--- src/rtl/alu16_gate.sv ---
module alu16_gate #(
  parameter int W = 16
) (
  input  wire [W-1:0] op_a,
  input  wire [W-1:0] op_b,
  input  wire [3:0]   alu_ctl,
  output wire [W-1:0] result,
  output wire         zero
);
  wire nc0, nc1, nc2, nc3;
  wire sel_and, sel_or, sel_add, sel_sub, sel_slt, sel_nor, sel_nand;
  wire inv_b, sel_arith, ovf, less, slt_term;

  not g_nc0 (nc0, alu_ctl[0]);
  not g_nc1 (nc1, alu_ctl[1]);
  not g_nc2 (nc2, alu_ctl[2]);
  not g_nc3 (nc3, alu_ctl[3]);

  and g_dand  (sel_and,  nc3, nc2, nc1, nc0);
  and g_dor   (sel_or,   nc3, nc2, nc1, alu_ctl[0]);
  and g_dadd  (sel_add,  nc3, nc2, alu_ctl[1], nc0);
  and g_dsub  (sel_sub,  nc3, alu_ctl[2], alu_ctl[1], nc0);
  and g_dslt  (sel_slt,  nc3, alu_ctl[2], alu_ctl[1], alu_ctl[0]);
  and g_dnor  (sel_nor,  alu_ctl[3], alu_ctl[2], nc1, nc0);
  and g_dnand (sel_nand, alu_ctl[3], alu_ctl[2], nc1, alu_ctl[0]);

  or g_inv   (inv_b, sel_sub, sel_slt);
  or g_arith (sel_arith, sel_add, sel_sub);

  wire [W:0]   cy;
  wire [W-1:0] bx, sum, orc;

  buf g_cin (cy[0], inv_b);

  for (genvar i = 0; i < W; i++) begin : g_bit
    wire y_and, y_or, y_nor, y_nand, p, g, t;
    wire m_and, m_or, m_nor, m_nand, m_sum;

    xor g_bx  (bx[i], op_b[i], inv_b);
    and g_a   (y_and, op_a[i], op_b[i]);
    or  g_o   (y_or, op_a[i], op_b[i]);
    nor g_no  (y_nor, op_a[i], op_b[i]);
    nand g_na (y_nand, op_a[i], op_b[i]);

    xor g_p  (p, op_a[i], bx[i]);
    xor g_s  (sum[i], p, cy[i]);
    and g_g  (g, op_a[i], bx[i]);
    and g_t  (t, p, cy[i]);
    or  g_c  (cy[i+1], g, t);

    and g_ma  (m_and, sel_and, y_and);
    and g_mo  (m_or, sel_or, y_or);
    and g_mno (m_nor, sel_nor, y_nor);
    and g_mna (m_nand, sel_nand, y_nand);
    and g_ms  (m_sum, sel_arith, sum[i]);

    if (i == 0) begin : g_lsb
      or g_res (result[i], m_and, m_or, m_nor, m_nand, m_sum, slt_term);
      buf g_z0 (orc[i], result[i]);
    end else begin : g_upper
      or g_res (result[i], m_and, m_or, m_nor, m_nand, m_sum);
      or g_zc  (orc[i], orc[i-1], result[i]);
    end
  end

  xor g_ovf  (ovf, cy[W], cy[W-1]);
  xor g_less (less, sum[W-1], ovf);
  and g_slt  (slt_term, sel_slt, less);
  not g_zero (zero, orc[W-1]);
endmodule

--- config.mk ---
export PLATFORM = sky130hd
export DESIGN_NAME = alu16_gate
export DESIGN_NICKNAME = d
export VERILOG_FILES = /design/src/rtl/alu16_gate.sv
export SDC_FILE = /design/constraint.sdc
export NUM_CORES = 1
export LEC_CHECK = 0
export BUFFER_PORTS_ARGS = -buffer_cell sky130_fd_sc_hd__buf_2
export CORE_UTILIZATION = 53
export DETAILED_ROUTE_END_ITERATION = 8
export GPL_TIMING_DRIVEN = 0
export MAX_ROUTING_LAYER = met4
export PLACE_DENSITY = 0.95
export SETUP_SLACK_MARGIN = 0.3
export SLEW_MARGIN = 20
export SYNTH_ARGS = -nofsm -noshare
export SYNTH_HDL_FRONTEND = slang
export SYNTH_SLANG_ARGS = --single-unit
export TNS_END_PERCENT = 100
--- constraint.sdc ---
create_clock -name vclk -period 12.59
set_input_delay 0.6295 -clock vclk [all_inputs]
set_output_delay 0.6295 -clock vclk [all_outputs]
set_load 0.03 [all_outputs]
======== Word level (Yosys, flattened, before mapping) ========
Index checks and enable logic that the tools add are counted.
W data, S select, Z words.
storage, ports and cells
  bits in registers ....................... 0
  input bits .............................. 36
  output and inout port bits .............. 17
  word-level logic and storage cells ...... 288
operators by class
  bitwise operators ....................... 265
  reduce and logical (&&, ||, !) cells .... 23
operator list
  operator           count
  $and A1 B1 Y1      129
  $reduce_or A5 Y1   15
  $xor A1 B1 Y1      50
  $or A1 B1 Y1       49
  $not A1 Y1         37
  $reduce_and A4 Y1  7
  $reduce_or A6 Y1   1

======== Longest topological paths before layout ========
  word-level depth ........................ 57
  mapped depth ............................ 27
  mapped depth without buffers ............ 24

======== Worst setup path after synthesis ========
No wires, ideal clock.
  path kind ............................... input port to output port
  from .................................... input port alu_ctl[1]
  to ...................................... output port zero
  arrival time ............................ 9.708 ns
  data required time ...................... 11.960 ns
  setup slack ............................. 2.253 ns
  cell stages on the path ................. 27
  buffers on the path ..................... 3
  path through ............................ buf_2 -> nor2b_1 -> clkbuf_1 -> nand2_1 -> clkbuf_1 -> o21ai_0 -> fa_1 -> fa_1 -> fa_1 -> fa_1 -> fa_1 -> fa_1 -> fa_1 -> fa_1 -> fa_1 -> fa_1 -> fa_1 -> fa_1 -> fa_1 -> inv_1 -> fa_1 -> inv_1 -> fa_1 -> a22oi_1 -> o211ai_1 -> or3_1 -> nor4_2
RTL lines
  item                                         line    RTL
  start, declared                              6       input wire [3:0] alu_ctl,
  $reduce_and A4 Y1, on equally long branches  22, 23
  $or A1 B1 Y1                                 27      or g_inv (inv_b, sel_sub, sel_slt);
  $xor A1 B1 Y1                                39      xor g_bx (bx[i], op_b[i], inv_b);
  $xor A1 B1 Y1                                45      xor g_p (p, op_a[i], bx[i]);
  $and A1 B1 Y1                                48      and g_t (t, p, cy[i]);
  $or A1 B1 Y1                                 49      or g_c (cy[i+1], g, t);
  $and A1 B1 Y1                                48
  $or A1 B1 Y1                                 49
  (+24 left out)                               --
  $and A1 B1 Y1                                48
  $or A1 B1 Y1                                 49
  $xor A1 B1 Y1                                46      xor g_s (sum[i], p, cy[i]);
  $and A1 B1 Y1                                55      and g_ms (m_sum, sel_arith, sum[i]);
  $reduce_or A5 Y1 *                           61      or g_res (result[i], m_and, m_or, m_nor, m_nand, m_sum);
  named net result[15]                         7       output wire [W-1:0] result,
  $or A1 B1 Y1 *                               62      or g_zc (orc[i], orc[i-1], result[i]);
  $not A1 Y1 *                                 69      not g_zero (zero, orc[W-1]);
  end, declared                                8       output wire zero
Mark *: on every way through the listed nets, which the timed path passes. The rest lies on a longest branch.

======== Final worst setup path ========
  from .................................... input port alu_ctl[3]
  to ...................................... output port zero
between the ends
  word-level cells in the longest chain between the ends .. 57
ends and longest elaborated chain
  item                                         line    RTL
  $not A1 Y1                                   17      not g_nc3 (nc3, alu_ctl[3]);
  $reduce_and A4 Y1, on equally long branches  22, 23
  $or A1 B1 Y1                                 27
  $xor A1 B1 Y1                                39
  $xor A1 B1 Y1                                45
  $and A1 B1 Y1                                48
  $or A1 B1 Y1                                 49
  $and A1 B1 Y1                                48
  (+28 left out)                               --
  $or A1 B1 Y1                                 49
  $xor A1 B1 Y1                                66      xor g_ovf (ovf, cy[W], cy[W-1]);
  $xor A1 B1 Y1                                67      xor g_less (less, sum[W-1], ovf);
  $and A1 B1 Y1                                68      and g_slt (slt_term, sel_slt, less);
  $reduce_or A6 Y1                             58      or g_res (result[i], m_and, m_or, m_nor, m_nand, m_sum, slt_term);
  $or A1 B1 Y1 (14 in series)                  62
  $or A1 B1 Y1 *                               62
  $not A1 Y1 *                                 69
Mark *: on every way between the ends. The rest lies on a longest branch, timed or not.

==> summary.md <==
| Metric | Value |
|---|---|
| Status | `completed` |
| Vias in the first global route | `1526` |
| Tightest Hold Check Type | `input pin to primary output` |
| Syn Nets | `241` |
| Yosys top cell by area | `fa_1` |
| GP Congestion | `0.969` |
| Fillcell total | `231` |
| Maxcap violations | `0` |
| Crit-path most repeated cell | `fa_1` |
| Core Area | `0.00254 mm^2` |
| DP Cell Count | `269` |
| Worst setup EP type | `primary output` |
| Fin. Hold Viols | `0` |
| DR vias | `1723` |
| Post-CTS Setup Inserts | `0` |
| Sequential share of the synthesized area | `0` |
| Routed WL per cell | `16.2 um` |
| # IOs | `53` |
| Row cnt | `18` |
| Worst Path Class, Setup | `input pin to primary output` |
| Pleak | `0.820 nW` |
| First-pass GRT wire length | `6850 um` |
| Height of the die | `54.4 um` |
| CP Launch Point | `alu_ctl[3]` |
| CP max-delay cell | `clkbuf_1` |
| Peak supply drop | `40.4 uV` |
| Reg area | `0 um^2` |
| GRT Total Usage | `0.319` |
| Max FO, Critical Path | `10` |
| Initial DRC count | `105` |
| Top post-synthesis cells by area | `fa_1, xnor2_1, mux2i_1, nand2_1, a221o_1` |
| Number of flip-flops and latches | `0` |
| # hold bufs at CTS | `0` |
| Post-CTS sizing | `0` |
| Hold Path Origin | `op_a[10]` |
| YS warnings | `0` |
| Syn Inst Count | `187` |
| CP Data Required Time | `11.96 ns` |
| Cell Area, Synth | `0.00146 mm^2` |
| Vias per inst | `6.41` |
| Gr ovfl total | `0` |
| Largest net degree at the start of global routing | `11` |
| Antenna Cells | `0` |
| Post-route setup TNS | `0 ns` |
| Die W | `54.4 um` |
| Final Util | `0.690` |
| Worst Tran Pin Value | `0.739 ns` |
| Starting Density | `0.573` |
| Initial antenna violation count | `0` |
| Fin area | `0.00176 mm^2` |
| P&R area growth vs syn | `20.4%` |
| Port Buffer Count | `52` |
| Fin nets | `295` |
| Worst Path Arrival | `10.41 ns` |
| Pins Over Slew Limit | `0` |
| CP max stage delay | `0.62 ns` |
| Startpoint Class | `input pin` |
| Period minus WS final | `11.04 ns` |
| Yosys top cell area share | `0.220` |
| Routed wire length | `4360 um` |
| Count leader, synth | `nand2_1` |
| Netlist cell types | `50` |
| Die area | `0.00296 mm^2` |
| Final period util | `0.877` |
| Initial DRT Pass Iterations | `4` |
| Design Power | `0.0874 mW` |
| Max_slew headroom | `0.507` |
| Commonest cells post-synth | `nand2_1, fa_1, nor2_1` |
| Final setup violation count | `0` |
| Ratio of cells with drive above 1 in the final layout | `0.259` |
| DRC Markers | `0` |
| Syn avg cell area | `7.79 um^2` |
| DP HPWL | `3520 um` |
| F_max | `90.6 MHz` |
| Final ANT Viol Nets | `0` |
| Layout clock buffers | `0` |
| Final cell count without fillers | `269` |
| Power per standard cell area | `49.8 mW/mm^2` |
| Placed Area | `0.00176 mm^2` |
| RSZ-0062 raised after global routing | `false` |
==> power breakdown <==
group / switching, mW / internal [mW]
Sequential: 0 / 0
Clock: 0 / 0
Combinational: 0.0528 / 0.0347
Total: 0.0528 / 0.0347
==> cell families after synthesis <==
group | Yosys count | share of synthesized area
and+or+nand+nor | 64 | 0.233
AOI/OAI and AO/OA | 49 | 0.258
buffers and inverters | 25 | 0.0712
adders and majority gates | 21 | 0.258
xor gates and xnor gates | 15 | 0.0901
muxes | 13 | 0.0901
==> routing by layer <==
layer	GRT usage	vias to the layer above	part of all wire
li1	-	801	-
met1	0.434	816	0.45
met2	0.539	98	0.47
met3	0.00833	8	0.069
met4	0.0470	0	0.017
met5	-	-	0
==> placed cells by master, fill, tap and decap left out, drive strengths merged, types with 6 or more instances in the layout <==
master / n
a22oi: 8
o21ai: 10
nor2: 16
fa: 16
xnor2: 14
mux2i: 12
buf: 58
inv: 12
a221o: 6
clkbuf: 6
nand2: 17
==> area by class of cell <==
class | count | area [um^2] | share of cell area
multi-input combinational | 162 | 1350 | 0.771
timing repair buffer | 52 | 260 | 0.148
buffer | 12 | 55.1 | 0.0314
inverter | 13 | 48.8 | 0.0278
tap | 30 | 37.5 | 0.0214
==> metrics by stage <==
stage               setup slack [ns]  hold WS (ns)
finish                          1.55          1.81
global route                    1.19          1.84
global placement                1.69          1.79
floorplan                       2.25          1.57
CTS                             1.61          1.80
detailed placement              1.65          1.79
==> path summary, 6_finish.rpt <==
path | endpoint | slack (ns) | cells past startpoint
max | zero | 1.55 | 29
min | result[10] | 1.81 | 4
==> critical path: cells and delay by family <==
family	cells	cell delay [ns]
adder cells (fa/ha/maj)	15	6.46
AO/OA/AOI/OAI	3	0.62
AND/OR/NAND/NOR	4	1.12
buffers and inverters	7	1.56
Note: power is estimated with default switching activity, not from simulation.
